==> src/rtl/tempwin_pkg.sv <==
package tempwin_pkg;

   typedef enum logic [1:0] {
      CMP_BELOW   = 2'd0,
      CMP_ABOVE   = 2'd1,
      CMP_INSIDE  = 2'd2,
      CMP_OUTSIDE = 2'd3
   } cmp_mode_e;

endpackage

==> src/rtl/tempwin_cmp.sv <==
module tempwin_cmp
   import tempwin_pkg::*;
#(
   parameter int DATA_W = 12
) (
   input  logic [DATA_W-1:0] value,
   input  logic [DATA_W-1:0] lo_bound,
   input  logic [DATA_W-1:0] hi_bound,
   input  cmp_mode_e         mode,
   output logic              hit
);

   logic under_lo;
   logic over_hi;

   assign under_lo = value < lo_bound;
   assign over_hi  = value > hi_bound;

   always_comb begin
      unique case (mode)
         CMP_BELOW:   hit = under_lo;
         CMP_ABOVE:   hit = over_hi;
         CMP_INSIDE:  hit = !under_lo && !over_hi;
         CMP_OUTSIDE: hit = under_lo || over_hi;
         default:     hit = 1'b0;
      endcase
   end

endmodule

==> src/rtl/tempwin_sticky.sv <==
module tempwin_sticky (
   input  logic clk,
   input  logic rst_n,
   input  logic set_evt,
   input  logic clr_evt,
   output logic q
);

   always_ff @(posedge clk or negedge rst_n) begin
      if (!rst_n)       q <= 1'b0;
      else if (set_evt) q <= 1'b1;
      else if (clr_evt) q <= 1'b0;
   end


   sticky_hold_chk: assert property (@(posedge clk) disable iff (!rst_n)
      q && !clr_evt |=> q);


   set_wins_chk: assert property (@(posedge clk) disable iff (!rst_n)
      set_evt |=> q);

endmodule

==> src/rtl/tempwin_flagger.sv <==
module tempwin_flagger
   import tempwin_pkg::*;
#(
   parameter int DATA_W  = 12,
   parameter int CH_W    = 3,
   parameter int TEMP_CH = 7,
   parameter int PIPE    = 0
) (
   input  logic              clk,
   input  logic              rst_n,
   input  logic              res_valid,
   input  logic [CH_W-1:0]   res_chan,
   input  logic [DATA_W-1:0] res_data,
   input  logic              sens_en,
   input  logic [DATA_W-1:0] win_lo,
   input  logic [DATA_W-1:0] win_hi,
   input  logic [1:0]        cmp_mode,
   input  logic              irq_sel,
   input  logic              flag_clr,
   output logic              tchg_flag,
   output logic              irq,
   output logic [DATA_W-1:0] temp_latest
);

   localparam int NUM_CH = 1 << CH_W;
   localparam logic [CH_W-1:0] TEMP_IDX = CH_W'(TEMP_CH);

   if (DATA_W < 2) begin : g_bad_width
      $error("tempwin_flagger: DATA_W must be at least 2");
   end
   if (TEMP_CH < 0 || TEMP_CH >= NUM_CH) begin : g_bad_chan
      $error("tempwin_flagger: TEMP_CH outside channel range");
   end
   if (PIPE != 0 && PIPE != 1) begin : g_bad_pipe
      $error("tempwin_flagger: PIPE must be 0 or 1");
   end

   logic accept;
   logic win_hit;
   logic tchg_set;
   logic eoc_flag;

   assign accept = res_valid && sens_en && (res_chan == TEMP_IDX);

   always_ff @(posedge clk or negedge rst_n) begin
      if (!rst_n)      temp_latest <= '0;
      else if (accept) temp_latest <= res_data;
   end

   tempwin_cmp #(.DATA_W(DATA_W)) u_cmp (
      .value    (res_data),
      .lo_bound (win_lo),
      .hi_bound (win_hi),
      .mode     (cmp_mode_e'(cmp_mode)),
      .hit      (win_hit)
   );

   if (PIPE == 0) begin : g_direct
      assign tchg_set = accept && win_hit;
   end else begin : g_staged
      logic set_q;
      always_ff @(posedge clk or negedge rst_n) begin
         if (!rst_n) set_q <= 1'b0;
         else        set_q <= accept && win_hit;
      end
      assign tchg_set = set_q;
   end

   tempwin_sticky u_tchg (
      .clk     (clk),
      .rst_n   (rst_n),
      .set_evt (tchg_set),
      .clr_evt (flag_clr),
      .q       (tchg_flag)
   );

   tempwin_sticky u_eoc (
      .clk     (clk),
      .rst_n   (rst_n),
      .set_evt (accept),
      .clr_evt (flag_clr),
      .q       (eoc_flag)
   );

   assign irq = irq_sel ? tchg_flag : eoc_flag;


   latest_upd_chk: assert property (@(posedge clk) disable iff (!rst_n)
      res_valid && sens_en && res_chan == TEMP_IDX |=> temp_latest == $past(res_data));


   temp_ignored_chk: assert property (@(posedge clk) disable iff (!rst_n)
      res_valid && !sens_en |=> $stable(temp_latest));

   if (PIPE == 0) begin : g_src_chk

      flag_src_chk: assert property (@(posedge clk) disable iff (!rst_n)
         $rose(tchg_flag) |-> $past(res_valid && sens_en && res_chan == TEMP_IDX));
   end else begin : g_src_chk_p

      flag_src_chk: assert property (@(posedge clk) disable iff (!rst_n)
         $rose(tchg_flag) |-> $past(res_valid && sens_en && res_chan == TEMP_IDX, 2));
   end

endmodule

==> config.mk <==
export PLATFORM = sky130hd
export DESIGN_NAME = tempwin_flagger
export DESIGN_NICKNAME = d
export VERILOG_FILES = /design/src/rtl/tempwin_pkg.sv /design/src/rtl/tempwin_cmp.sv /design/src/rtl/tempwin_sticky.sv /design/src/rtl/tempwin_flagger.sv
export SDC_FILE = /design/constraint.sdc
export NUM_CORES = 1
export LEC_CHECK = 0
export BUFFER_PORTS_ARGS = -buffer_cell sky130_fd_sc_hd__buf_2
export CAP_MARGIN = 20
export CELL_PAD_IN_SITES_DETAIL_PLACEMENT = 1
export CELL_PAD_IN_SITES_GLOBAL_PLACEMENT = 2
export CORE_ASPECT_RATIO = 1.1
export CORE_MARGIN = 2
export CORE_UTILIZATION = 25
export DETAILED_ROUTE_END_ITERATION = 10
export GPL_TIMING_DRIVEN = 0
export PLACE_DENSITY = 0.91
export SETUP_SLACK_MARGIN = 0.2
export SLEW_MARGIN = 20
export SYNTH_ARGS = -nofsm -noshare
export SYNTH_HDL_FRONTEND = slang
export SYNTH_SLANG_ARGS = --single-unit
==> constraint.sdc <==
create_clock -name clk -period 0.9 [get_ports clk]
set_input_delay 0.09 -clock clk [delete_from_list [all_inputs] [get_ports clk]]
set_output_delay 0.09 -clock clk [all_outputs]
set_load 0.01 [all_outputs]
==> flow_metrics.env <==
export IMPL_synthFlopType="dfrtp_1"
export IMPL_clk_path_buf_depth=2
export IMPL_core_um2=4380
export IMPL_endpoint_kind="flop"
export IMPL_yosys_area_share_simple=0.108
export IMPL_vdd_drop_max_mv=0.462
export IMPL_mostFrequentLayoutCell="buf_2"
export IMPL_setup_viol=12
export IMPL_cts_sinks=14
export IMPL_grt_pass1_vias=1211
export IMPL_maxCapViolCount=0
export IMPL_drtIter0Drc=13
export IMPL_clk_latency_ps=250
export IMPL_required_ps=1030
export IMPL_start_util=0.264
export IMPL_syn_to_final_growth_pct=78.7
export IMPL_tns_ps=-683
export IMPL_hold_class="input pin to flop"
export IMPL_tritoncts="done"
export IMPL_cp_slowest_cell="or3_4"
export IMPL_antenna_cells=0
export IMPL_fmax_mhz=780
export IMPL_syn_inst=123
export IMPL_synthAdderAreaFrac=0.249
export IMPL_vias=1181
export IMPL_path_max_fanout=3
export IMPL_place_congestion=0.748
export IMPL_antenna_found_initial=0
export IMPL_worst_clock_skew_ps=0
export IMPL_die_area_um2=5180
export IMPL_clkSlewWorstSetupHoldPaths_ps=60
export IMPL_die_w_um=68.8
export IMPL_ys_async_sr_fraction=1.00
export IMPL_viasPerCell=4.74
export IMPL_htreeDepth=1
export IMPL_ys_types=28
export IMPL_ios=61
export IMPL_cellPowerDensity_nw_per_um2=1150
export IMPL_cpPeakStageDelay_ps=400
export IMPL_min_period_ps=1280
export IMPL_synth_xor_area_frac=0
export IMPL_drt_total_wl_um=3440
export IMPL_synth_largest_area_cell="dfrtp_1"
export IMPL_hpwl_um=2650
export IMPL_holdWs_ps=15.2
export IMPL_final_cell_area_um2=2060
export IMPL_status="finished, violations left"
export IMPL_hold_viol_final=0
export IMPL_firstDrtPassIters=2
export IMPL_synth_edf_count=0
export IMPL_ys_seq_elements=14
export IMPL_synth_nets=193
export IMPL_antenna_left=0
export IMPL_nets=267
export IMPL_synth_area_um2=1150
export IMPL_ys_seq_area_frac=0.303
export IMPL_grt_pass1_wl_um=5490
export IMPL_drive_gt1_frac=0.579
export IMPL_syn_mean_instance_area_um2=9.39
export IMPL_ys_top_cells_by_area="dfrtp_1 (30%), ha_1 (25%), mux2_1 (11%)"
export IMPL_slew_viol_final=0
export IMPL_final_core_util=0.471
export IMPL_period_share=1.42
export IMPL_r2r_setup_slack_ps=120
export IMPL_grt_overflow=0
export IMPL_path_class="input pin to flop"
export IMPL_violations="setup timing"
export IMPL_relSlewSlack=0.761
export IMPL_clock_root_buffer="clkbuf_8"
export IMPL_total_leakage_power_nw=1.03
export IMPL_synth_compound_area_frac=0.143
export IMPL_critPathArrivalTime_ps=1410
export IMPL_grt_max_degree=15
export IMPL_synth_top_family_by_area="adder cells"
export IMPL_cts_made_buffers=3
export IMPL_placed_area_um2=1720
export IMPL_rsz0062_at_grt="yes"
export IMPL_io_buffers=60
export IMPL_mostFrequentLayoutCells="buf_2 (39), buf_6 (19), inv_1 (16)"
export IMPL_cp_start_kind="input pin"
export IMPL_tightest_slew_ps=359
export IMPL_drc=0
export IMPL_wl_per_cell_um=13.8
export IMPL_muxShareOfSynthArea=0.107
export IMPL_synth_top_area_share=0.303
export IMPL_yosysWarnings=0
export IMPL_rows=25
export IMPL_cp_cell_sequence="buf_8, ha_4, nand4_1, or3_4, o2111a_1, a31oi_1, nand3_1"
export IMPL_die_h_um=75.3
export IMPL_grtUsageTotal=0.143
export IMPL_fin_ws_ps=-382
==> sequential cells by signal (all words and copies together), names as in the netlist <==
| register | cells |
|---|---|
| temp_latest | 12 |
| u_eoc.q | 1 |
| u_tchg.q | 1 |
==> layer usage <==
| layer | vias up | global-route usage | share of wire |
|---|---|---|---|
| li1 | 583 | - | - |
| met1 | 558 | 0.166 | 0.42 |
| met2 | 38 | 0.269 | 0.52 |
| met3 | 2 | 0.0374 | 0.059 |
| met4 | 0 | 0.0131 | 0.0029 |
| met5 | - | 0 | 0 |
==> cell type report <==
cell class,instances,area [um^2]
Multi-Input combinational cell,82,915
Fill cell,507,2320
Clock buffer,3,41.3
Buffer,1,20.0
Inverter,26,120
Timing Repair Buffer,69,549
Tap cell,54,67.6
Sequential cell,14,350
==> synth_stat cells (3+ instances only) <==
cell type	n
inv_1	26
a21oi_1	8
mux2_1	11
ha_1	23
nand2_1	7
o21ai_1	3
nand4_1	4
o21ai_0	3
dfrtp_1	14
nand3_1	3
==> metrics by stage <==
stage	power [mW]	std cells	worst slack (ps)
global placement	1.66	237	-712
CTS	2.32	246	-376
global route	2.53	249	-508
detailed placement	1.69	237	-714
floorplan	1.31	123	-389
finish	2.37	249	-382
==> where the power goes <==
group	switching, mW	internal (mW)	leakage (nW)
Clock	0.250	0.297	0.0216
Combinational	0.406	0.580	0.833
Sequential	0.0766	0.757	0.175
==> worst max-delay path, delay by kind of cell <==
family                   cells  cell delay (ps)
AO/OA/AOI/OAI                2              290
adder cells (fa/ha/maj)      1              260
AND/OR/NAND/NOR              3              650
buffers and inverters        1              100
==> final timing paths <==
check | start | to | depth (start not counted)
worst min-delay path | flag_clr | u_eoc.q | 2
worst max-delay path | res_data[7] | u_tchg.q | 7
worst max register to register | u_tchg.q | u_tchg.q | 3
worst min register to register | temp_latest[0] | temp_latest[0] | 2
max in group asynchronous | rst_n | temp_latest[4] | 2
min in group asynchronous | rst_n | temp_latest[11] | 2
==> cell families (layout without fill, tap and decap cells) <==
family,after synthesis,in the layout
compound gates,26,26
fa+ha+maj,23,23
buf+inv,27,99
flops,14,14
mux,11,11
simple gates,22,22
==> what timing repair did <==
| action | CTS | global route |
|---|---|---|
| hold endpoints to repair | 14 | 0 |
| cloned | 1 | 0 |
| setup endpoints to repair | 26 | 26 |
| resized for setup | 27 | 17 |
| hold buffers | 1 | 0 |
| buffers inserted | 4 | 3 |
| pin swaps | 7 | 14 |
(Power assumes the default switching activity.)
